$ cat src/rtl/i2cq_pkg.sv
package i2cq_pkg;
  localparam int WORD_W = 32;

  localparam logic [3:0] OP_SETP   = 4'd1;
  localparam logic [3:0] OP_LOCK   = 4'd6;
  localparam logic [3:0] OP_UNLOCK = 4'd7;
  localparam logic [3:0] OP_REPORT = 4'd8;
  localparam logic [3:0] OP_WRITE  = 4'd9;
  localparam logic [3:0] OP_READ   = 4'd10;

  typedef enum logic [1:0] {ST_IDLE, ST_FETCH, ST_XFER, ST_NEXT} seq_st_e;
endpackage

$ cat src/rtl/cmd_fifo.sv
module cmd_fifo #(
  parameter int WIDTH = 32,
  parameter int DEPTH = 16,
  parameter int LVL_W = $clog2(DEPTH + 1)
) (
  input  logic             clk_i,
  input  logic             rst_ni,
  input  logic             flush_i,
  input  logic             push_i,
  input  logic [WIDTH-1:0] data_i,
  input  logic             pop_i,
  output logic [WIDTH-1:0] head_o,
  output logic [LVL_W-1:0] level_o
);
  localparam int AW = (DEPTH > 1) ? $clog2(DEPTH) : 1;

  logic [WIDTH-1:0] mem [DEPTH];
  logic [AW-1:0]    wp, rp;
  logic [LVL_W-1:0] cnt;
  logic             do_push, do_pop;

  assign do_push = push_i && !flush_i && (cnt != LVL_W'(DEPTH));
  assign do_pop  = pop_i && !flush_i && (cnt != '0);

  always_ff @(posedge clk_i or negedge rst_ni) begin
    if (!rst_ni) begin
      wp  <= '0;
      rp  <= '0;
      cnt <= '0;
    end else if (flush_i) begin
      wp  <= '0;
      rp  <= '0;
      cnt <= '0;
    end else begin
      if (do_push) wp <= wp + AW'(1);
      if (do_pop)  rp <= rp + AW'(1);
      case ({do_push, do_pop})
        2'b10:   cnt <= cnt + LVL_W'(1);
        2'b01:   cnt <= cnt - LVL_W'(1);
        default: cnt <= cnt;
      endcase
    end
  end

  always_ff @(posedge clk_i) begin
    if (do_push) mem[wp] <= data_i;
  end

  assign head_o  = mem[rp];
  assign level_o = cnt;
endmodule

$ cat src/rtl/byte_packer.sv
module byte_packer (
  input  logic        clk_i,
  input  logic        rst_ni,
  input  logic        clr_i,
  input  logic        byte_v_i,
  input  logic [7:0]  byte_i,
  input  logic        last_i,
  output logic        word_v_o,
  output logic [31:0] word_o
);
  logic [31:0] acc, nxt;
  logic [1:0]  idx;

  always_comb begin
    nxt = acc;
    nxt[8*idx +: 8] = byte_i;
  end

  assign word_v_o = byte_v_i && ((idx == 2'd3) || last_i);
  assign word_o   = nxt;

  always_ff @(posedge clk_i or negedge rst_ni) begin
    if (!rst_ni) begin
      acc <= '0;
      idx <= '0;
    end else if (clr_i || word_v_o) begin
      acc <= '0;
      idx <= '0;
    end else if (byte_v_i) begin
      acc <= nxt;
      idx <= idx + 2'd1;
    end
  end
endmodule

$ cat src/rtl/i2c_cmd_seq.sv
module i2c_cmd_seq
  import i2cq_pkg::*;
#(
  parameter int Q0_DEPTH   = 64,
  parameter int Q1_DEPTH   = 16,
  parameter int RBUF_DEPTH = 4,
  localparam int LW  = $clog2(Q0_DEPTH + 1),
  localparam int RLW = $clog2(RBUF_DEPTH + 1)
) (
  input  logic              clk_i,
  input  logic              rst_ni,
  input  logic              load_we_i,
  input  logic              load_q_i,
  input  logic [WORD_W-1:0] load_data_i,
  input  logic              exec_we_i,
  input  logic              exec_q_i,
  input  logic [LW-1:0]     exec_cnt_i,
  input  logic [1:0]        start_i,
  input  logic [1:0]        halt_i,
  output logic [LW-1:0]     q0_level_o,
  output logic [LW-1:0]     q1_level_o,
  output logic              eng_req_o,
  output logic              eng_start_o,
  output logic              eng_stop_o,
  output logic              eng_rd_o,
  output logic [7:0]        eng_wdata_o,
  input  logic              eng_done_i,
  input  logic              eng_nack_i,
  input  logic [7:0]        eng_rdata_i,
  input  logic              rbuf_re_i,
  output logic [WORD_W-1:0] rbuf_data_o,
  output logic [RLW-1:0]    rbuf_level_o,
  output logic              rd_done_o,
  output logic [1:0]        report_o,
  output logic [1:0]        nack_err_o,
  output logic [1:0]        lock_o
);
  localparam int NQ = 2;

  logic [WORD_W-1:0] q_head [NQ];
  logic [LW-1:0]     q_lvl  [NQ];
  logic [NQ-1:0]     push_q, pop_q, runnable;
  logic [LW-1:0]     exec_r [NQ];
  logic [LW-1:0]     rem_r  [NQ];
  logic [6:0]        sid_r  [NQ];
  logic [NQ-1:0]     err_r, report_r;
  logic              lock_v, lock_q, aq;
  seq_st_e           st;
  logic [WORD_W-1:0] cur_w, head_a;
  logic [1:0]        bi;
  logic [3:0]        left;
  logic              is_rd, start_r, stop_r, rd_r, rd_done_r;
  logic [7:0]        byte_r;
  logic              sel_v, sel;
  logic [3:0]        op;
  logic [3:0]        nbytes;

  for (genvar q = 0; q < NQ; q++) begin : g_q
    localparam int D = (q == 0) ? Q0_DEPTH : Q1_DEPTH;
    assign push_q[q] = load_we_i && (load_q_i == 1'(q));
    cmd_fifo #(.WIDTH(WORD_W), .DEPTH(D), .LVL_W(LW)) u_fifo (
      .clk_i, .rst_ni,
      .flush_i(halt_i[q]),
      .push_i (push_q[q]),
      .data_i (load_data_i),
      .pop_i  (pop_q[q]),
      .head_o (q_head[q]),
      .level_o(q_lvl[q])
    );
    assign runnable[q] = (rem_r[q] != '0) && !err_r[q] && (q_lvl[q] != '0);
  end

  assign head_a = q_head[aq];
  assign op     = head_a[3:0];
  assign nbytes = head_a[7:4];

  always_comb begin
    if (lock_v) begin
      sel_v = runnable[lock_q];
      sel   = lock_q;
    end else begin
      sel_v = |runnable;
      sel   = !runnable[0];
    end
  end

  always_comb begin
    pop_q = '0;
    if (st == ST_FETCH || (st == ST_NEXT && !is_rd && bi == 2'd0)) pop_q[aq] = 1'b1;
  end

  // read data packing
  logic        pk_v, pk_word_v, pk_clr;
  logic [31:0] pk_word;
  assign pk_clr = (st == ST_FETCH) && (op == OP_READ);
  assign pk_v   = (st == ST_XFER) && eng_done_i && is_rd && (rd_r || !eng_nack_i);

  byte_packer u_pack (
    .clk_i, .rst_ni,
    .clr_i   (pk_clr),
    .byte_v_i(pk_v),
    .byte_i  (rd_r ? eng_rdata_i : {1'b0, sid_r[aq]}),
    .last_i  (left == 4'd0),
    .word_v_o(pk_word_v),
    .word_o  (pk_word)
  );

  cmd_fifo #(.WIDTH(WORD_W), .DEPTH(RBUF_DEPTH), .LVL_W(RLW)) u_rbuf (
    .clk_i, .rst_ni,
    .flush_i(pk_clr),
    .push_i (pk_word_v),
    .data_i (pk_word),
    .pop_i  (rbuf_re_i),
    .head_o (rbuf_data_o),
    .level_o(rbuf_level_o)
  );

  always_ff @(posedge clk_i or negedge rst_ni) begin
    if (!rst_ni) begin
      for (int q = 0; q < NQ; q++) begin
        exec_r[q] <= '0;
        rem_r[q]  <= '0;
        sid_r[q]  <= '0;
      end
      err_r     <= '0;
      report_r  <= '0;
      lock_v    <= 1'b0;
      lock_q    <= 1'b0;
      aq        <= 1'b0;
      st        <= ST_IDLE;
      cur_w     <= '0;
      bi        <= '0;
      left      <= '0;
      is_rd     <= 1'b0;
      start_r   <= 1'b0;
      stop_r    <= 1'b0;
      rd_r      <= 1'b0;
      byte_r    <= '0;
      rd_done_r <= 1'b0;
    end else begin
      report_r  <= '0;
      rd_done_r <= pk_word_v && (left == 4'd0);
      for (int q = 0; q < NQ; q++) begin
        if (exec_we_i && exec_q_i == 1'(q)) exec_r[q] <= exec_cnt_i;
        if (halt_i[q])                             rem_r[q] <= '0;
        else if (start_i[q])                       rem_r[q] <= exec_r[q];
        else if (pop_q[q] && rem_r[q] != '0)       rem_r[q] <= rem_r[q] - LW'(1);
      end
      case (st)
        ST_IDLE: if (sel_v) begin
          aq <= sel;
          st <= ST_FETCH;
        end
        ST_FETCH: begin
          st <= ST_IDLE;
          case (op)
            OP_SETP:   sid_r[aq] <= head_a[10:4];
            OP_LOCK:   begin lock_v <= 1'b1; lock_q <= aq; end
            OP_UNLOCK: lock_v <= 1'b0;
            OP_REPORT: report_r[aq] <= head_a[8];
            OP_WRITE, OP_READ: begin
              cur_w   <= head_a;
              bi      <= 2'd1;
              left    <= nbytes;
              is_rd   <= (op == OP_READ);
              byte_r  <= {sid_r[aq], op == OP_READ};
              start_r <= 1'b1;
              stop_r  <= (nbytes == 4'd0);
              rd_r    <= 1'b0;
              st      <= ST_XFER;
            end
            default: ;
          endcase
        end
        ST_XFER: if (eng_done_i) begin
          if (eng_nack_i && !rd_r) begin
            err_r[aq] <= 1'b1;
            st        <= ST_IDLE;
          end else begin
            st <= (left == 4'd0) ? ST_IDLE : ST_NEXT;
          end
        end
        ST_NEXT: begin
          start_r <= 1'b0;
          left    <= left - 4'd1;
          stop_r  <= (left == 4'd1);
          st      <= ST_XFER;
          if (is_rd) begin
            rd_r   <= 1'b1;
            byte_r <= 8'h00;
          end else begin
            // crossing into a new payload word pops it from the queue
            byte_r <= (bi == 2'd0) ? head_a[7:0] : cur_w[8*bi +: 8];
            if (bi == 2'd0) cur_w <= head_a;
            bi <= bi + 2'd1;
          end
        end
        default: st <= ST_IDLE;
      endcase
      for (int q = 0; q < NQ; q++) begin
        if (halt_i[q]) begin
          err_r[q] <= 1'b0;
          if (lock_q == 1'(q)) lock_v <= 1'b0;
        end
      end
    end
  end

  assign q0_level_o  = q_lvl[0];
  assign q1_level_o  = q_lvl[1];
  assign eng_req_o   = (st == ST_XFER);
  assign eng_start_o = start_r;
  assign eng_stop_o  = stop_r;
  assign eng_rd_o    = rd_r;
  assign eng_wdata_o = byte_r;
  assign rd_done_o   = rd_done_r;
  assign report_o    = report_r;
  assign nack_err_o  = err_r;
  assign lock_o      = lock_v ? (lock_q ? 2'b10 : 2'b01) : 2'b00;
endmodule

$ cat config.mk
export PLATFORM = sky130hd
export DESIGN_NAME = i2c_cmd_seq
export DESIGN_NICKNAME = d
export VERILOG_FILES = /design/src/rtl/i2cq_pkg.sv /design/src/rtl/cmd_fifo.sv /design/src/rtl/byte_packer.sv /design/src/rtl/i2c_cmd_seq.sv
export SDC_FILE = /design/constraint.sdc
export NUM_CORES = 2
export LEC_CHECK = 0
export CELL_PAD_IN_SITES_DETAIL_PLACEMENT = 2
export CELL_PAD_IN_SITES_GLOBAL_PLACEMENT = 2
export CORE_MARGIN = 3
export CORE_UTILIZATION = 48
export CTS_BUF_LIST = sky130_fd_sc_hd__clkbuf_2 sky130_fd_sc_hd__clkbuf_4 sky130_fd_sc_hd__clkbuf_8
export CTS_CLUSTER_DIAMETER = 30
export DETAILED_ROUTE_END_ITERATION = 10
export DONT_BUFFER_PORTS = 1
export PLACE_DENSITY = 0.87
export SKIP_LAST_GASP = 1
export SLEW_MARGIN = 20
export SYNTH_ARGS = -nofsm -noshare
export SYNTH_HDL_FRONTEND = slang
export SYNTH_HIERARCHICAL = 1
export SYNTH_SLANG_ARGS = --single-unit
$ cat constraint.sdc
create_clock -name clk_i -period 4.75 [get_ports clk_i]
set_clock_uncertainty 0.1 [all_clocks]
set_input_delay 0.2375 -clock clk_i [delete_from_list [all_inputs] [get_ports clk_i]]
set_output_delay 0.2375 -clock clk_i [all_outputs]
set_load 0.02 [all_outputs]
==> results of run 1 <==
## cell usage after synthesis (all sizes together), types with 26 or more instances
| cell | number | share of area [%] |
|---|---|---|
| edfxtp | 2688 | 72 |
| mux2 | 120 | 1.2 |
| dfrtp | 177 | 4.0 |
| mux2i | 84 | 0.75 |
| mux4 | 648 | 13 |
| nor2b | 30 | 0.17 |
| a22oi | 282 | 1.9 |
| a22o | 26 | 0.20 |
| nor2 | 137 | 0.46 |
| nand2 | 111 | 0.37 |
| ha | 28 | 0.31 |
| inv | 64 | 0.22 |
| nand3 | 31 | 0.14 |
| o21ai | 68 | 0.30 |
| or4 | 40 | 0.27 |
| clkbuf | 161 | 0.54 |
| buf | 143 | 0.83 |
| a21oi | 173 | 0.80 |
| nor3 | 30 | 0.13 |
## per-stage QoR
step	setup TNS [ns]	setup WS, ns	hold slack [ns]	util [%]	area [sq um]
after detailed placement	-10.41	-0.611	-0.151	50.6	117000
after floorplan	0	0.0618	-0.158	-	112000
after global placement	-0.295	-0.232	-0.144	50.6	117000
## cells by family after synthesis
family	after synthesis	share of synthesized area (%)
compound gates	682	4.20
mux	852	15.0
fa+ha+maj	29	0.332
buf+inv	371	1.60
flops	2865	76.3
simple gates	505	2.37
xor+xnor	27	0.212
==> summary.md, run 1 <==
| Metric | Value |
|---|---|
| Clk root buf | clkbuf_8 |
| Err | [ERROR DPL-0033] detailed placement checks failed during check placement. |
| Number of synthesized register bits | roughly 2900 |
| Syn Inst Count | about 5300 |
| Ys Warns | 6 |
| Clock Sink Count | 2865 |
| Initial Util | roughly half |
| Die height | 488 um |
| I/O Pins | between 100 and 150 |
| CTS buffer count | approximately 600 |
| Row Count | 176 |
| GP Congestion | 0.861 |
| Placed insts | just over 8000 |
| Post-DP HPWL | 262 mm |
| Hold bufs inserted after CTS | roughly 130 |
| Postcts setup bufs | 28 |
| Post-synth net total | 5420 |
| Post-synth EDFFs | 2688 |
| Status | did not finish |
| Clock buffer depth | 4 |
| Mean Syn Cell Area | approximately 21 sq um |
| Mapped Area | 112000 sq um |
| Last stage | clock tree synthesis (4_1_cts) |
| Fraction of registers with async set or reset after synthesis | under 10% |
| PortBufs | 0 |
| # resized after CTS | 73 |
| Sequential area share after synthesis | between 70 and 80% |
| H-Tree Depth | 6 |
| Synth unique cells | 96 |
| Most used DFF post-synth | edfxtp_1 |
| Die span in x | around 500 um |
==> run 2, diff against run 1 <==
Settings changed: CELL_PAD_IN_SITES_DETAIL_PLACEMENT 2 to unset, CELL_PAD_IN_SITES_GLOBAL_PLACEMENT 2 to unset, CORE_UTILIZATION 48 to 40, CTS_BUF_LIST sky130_fd_sc_hd__clkbuf_2 sky130_fd_sc_hd__clkbuf_4 sky130_fd_sc_hd__clkbuf_8 to unset, CTS_CLUSTER_DIAMETER 30 to unset, PLACE_DENSITY 0.87 to unset, PLACE_DENSITY_LB_ADDON set to 0.15.
Clock period 4.75 ns to 6.2 ns, I/O delays scaled along.
==> run 2 against run 1 <==
The run now ends clean. Area after synthesis is the same. Synthesized cell count unchanged.
==> summary.md, run 2 <==
| Metric | Value |
|---|---|
| Status | finished clean |
| Fin util | between 40 and 50% |
| DRT Pass-1 Iters | 5 |
| Setup Slack @ Placement | 0.740 ns (+1.35 ns) |
| Nets@finish | 5715 |
| Area grow syn2layout | 15.1% |
| PortBufs | 0 (unchanged) |
| Worst Tran Pin Value | roughly 1.2 ns |
| Setup TNS | 0 ns |
| CP Launch Type | register |
| Final hold vios | 0 |
| Ys Warns | 6 (unchanged) |
| Most frequent cells in the layout | edfxtp_1, mux4_2, clkbuf_16 |
| I/O Pins | 128 (unchanged) |
| Setup ws final | 0.750 ns |
| Layout filler cell count | 23300 |
| Largest register FFs | between 2000 and 3000 |
| GP Congestion | 0.802 (-6.9%) |
| Synth area leader | edfxtp_1 |
| Synth unique cells | 96 (unchanged) |
| Post-DP HPWL | 178 mm (-32%) |
| Fin crit share | slightly below 90% |
| CTS buffer count | 308 (-48%) |
| Biggest regs | g_q.u_fifo/mem (2560), u_rbuf/mem (128) |
| Clock Sink Count | 2865 (unchanged) |
| Critical Path Source | g_q[0].u_fifo/rp[1]$_DFFE_PN0P_ |
| Core area | 277000 sq um |
| Biggest register | g_q.u_fifo/mem |
| Post-route antenna net violation count | 0 |
| Placement Cell Area | 117000 sq um (about the same) |
| MaxCap Viol Count | 0 |
| Most used DFF post-synth | edfxtp_1 |
| Vias in the first global route | ~57000 |
| RSZ-0062 raised after global routing | no |
| Most frequent cells after synthesis | edfxtp_1, mux4_2, a22oi_1 |
| Initial antenna violation count | 28 |
| CP max FO | 43 |
| Pwr/cell area | approximately 350 nW/um^2 |
| # resized after CTS | 0 (-100%) |
| Critical Path RT | between 6 and 7 ns |
| Remaining Overflow, GRT | 0 |
| Leakage | ~0.040 uW |
| All-Layer GR Usage | ~22% |
| Initial Util | 40.3% (-8.1 points) |
| Max Slew Vio Count | 0 |
| Synth top area share | 72.3% (unchanged) |
| Synth top area cells | edfxtp_1, mux4_2, dfrtp_1 |
| R2R cell count | 15 |
| Total chip power | around 45000 uW |
| Worst vdd ir | about 0.00021 V |
| Largest net degree at the start of global routing | ~180 |
| Initial DRC Count | ~6200 |
| Hold path startpoint | exec_cnt_i[6] |
| Clk pwr share | about two fifths |
| Element type at the critical path end | register |
| Drc violations | 0 |
| Sequential area share after synthesis | 76.3% (unchanged) |
| Hold Crit Depth | 2 |
| Critical path type | register to register |
| Commonest non-fill, non-tap cell in the layout | edfxtp_1 |
| Layout cells sized above 1 | between 20% and 30% |
| Via/cell ratio | 5.84 |
| Clock buffer depth | 4 (unchanged) |
| Global-route wire length before repair | 445 mm |
| Fraction of registers with async set or reset after synthesis | 6.18% (unchanged) |
| Switching share of total power | 24.2% |
| H-Tree Depth | 5 (-1) |
| Psw | around 11000 uW |
| Worst relative slew slack | between 20% and 30% |
| Final setup violation count | 0 |
| Wire length per cell | 32.8 um |
| Hold WC Path Type | primary input to register |
| Post-Route WL | 315 mm |
| Die area | approximately 290000 sq um |
| CTS tree | done |
| Syn Inst Count | 5331 (unchanged) |
| Design Area, Final | around 130000 sq um |
| Clock Latency Late Sink | about 0.91 ns |
| Peak Freq | around 0.18 GHz |
| FF-to-FF Start | g_q[0].u_fifo/rp[1]$_DFFE_PN0P_ |
| Number of synthesized register bits | 2865 (unchanged) |
| Post-synth EDFFs | 2688 (unchanged) |
| Die span in x | 534 um (+9.4%) |
| Arrival time worst endpoint | just over 6 ns |
| Crit path time final | around 5.5 ns |
| Mean Syn Cell Area | 20.9 sq um (unchanged) |
| Flop pwr share | between 40% and 50% |
| Die height | 534 um (+9.4%) |
| Clk root buf | clkbuf_16 |
| Most instantiated library cell after synthesis | edfxtp_1 |
| Post-synth net total | 5420 (unchanged) |
| Row Count | 193 (+9.7%) |
| Worst-path clk slew | around 0.06 ns |
| Internal power | 34100 uW |
| Mapped Area | 112000 sq um (unchanged) |
| Total number of vias | 56100 |
| Gate power share | 10.9% |
==> run 2: cell counts after synthesis <==
Identical to the previous run, type by type.
==> run 2: cells by family after synthesis <==
group	count (synthesis)	share of synthesized area [%]
DFF	2865	76.3
and+or+nand+nor	505	2.37
xor gates and xnor gates	27	0.212
muxes	852	15.0
adders and majority gates	29	0.332
buffers and inverters	371	1.60
AOI/OAI and AO/OA	682	4.20
==> run 2: area by class of cell <==
| cell class | count | area (sq um) | share of cell area (%) |
|---|---|---|---|
| Inverter | 67 | 251 | 0.196 |
| Multi-Input combinational cell | 2095 | 25400 | 19.7 |
| Sequential cell | 2865 | 85200 | 66.3 |
| Tap cell | 3705 | 4640 | 3.61 |
| Antenna cell | 25 | 62.6 | 0.0487 |
| Clock buffer | 388 | 8160 | 6.35 |
| Clock inverter | 171 | 1740 | 1.36 |
| Timing Repair Buffer | 289 | 3150 | 2.45 |
==> run 2: layer usage <==
metal,GRT usage (%),wire [um],share of wire (%)
met1,31.6,135000,43
met2,35.1,151000,48
met3,3.17,20600,6.5
met4,5.52,7690,2.4
met5,0,60,0.019
==> run 2: power groups by stage <==
| stage | registers [uW] | clock network (uW) | logic, uW |
|---|---|---|---|
| CTS | 22000 | 18500 | 4980 |
| global route | 22000 | 19200 | 5310 |
| global placement | 22400 | 0 | 4450 |
| floorplan | 22200 | 0 | 3600 |
| detailed placement | 22400 | 0 | 4480 |
| finish | 22000 | 18100 | 4900 |
==> run 2: final timing paths <==
kind,end,slack [ns]
worst max-delay path,u_rbuf/level_o[1]$_DFFE_PN0P_,0.75
worst min-delay path,exec_r[6]$_DFFE_PN0P_,0.07
worst max register to register,u_rbuf/level_o[1]$_DFFE_PN0P_,0.75
worst min register to register,cur_w[25]$_DFFE_PN0P_,0.39
max in group asynchronous,g_q[0].u_fifo/rp[1]$_DFFE_PN0P_,4.38
min in group asynchronous,g_q[1].u_fifo/level_o[6]$_DFFE_PN0P_,0.51
==> run 2: per-stage QoR <==
step           hold slack [ns]  cells
6_report                0.0735   9605
5_1_grt                 0.0518   9582
3_5_place_dp           -0.0717   8909
3_3_place_gp           -0.0730   8909
2_1_floorplan          -0.0856   5331
4_1_cts                0.00250   9577
==> run 2: repair_timing <==
item	4_1_cts	5_1_grt
hold buffers	109	1
hold endpoints to repair	2907	57
buffers inserted	0	0
==> run 2: worst max-delay path, stage by stage (launching register included) <==
cell	delay, ns
dfrtp_4	0.90
buf_4	0.63
mux4_2	0.42
a22oi_1	0.28
a21oi_1	0.16
or4_1	0.74
mux2i_1	0.20
buf_4	0.17
nor3_2	0.07
nor2b_1	0.34
and2_4	0.24
nor3_1	0.05
fa_1	0.52
nand3b_1	0.08
a211o_2	0.32
nand3_1	0.08
No activity file was read; power rests on OpenSTA's default activity.
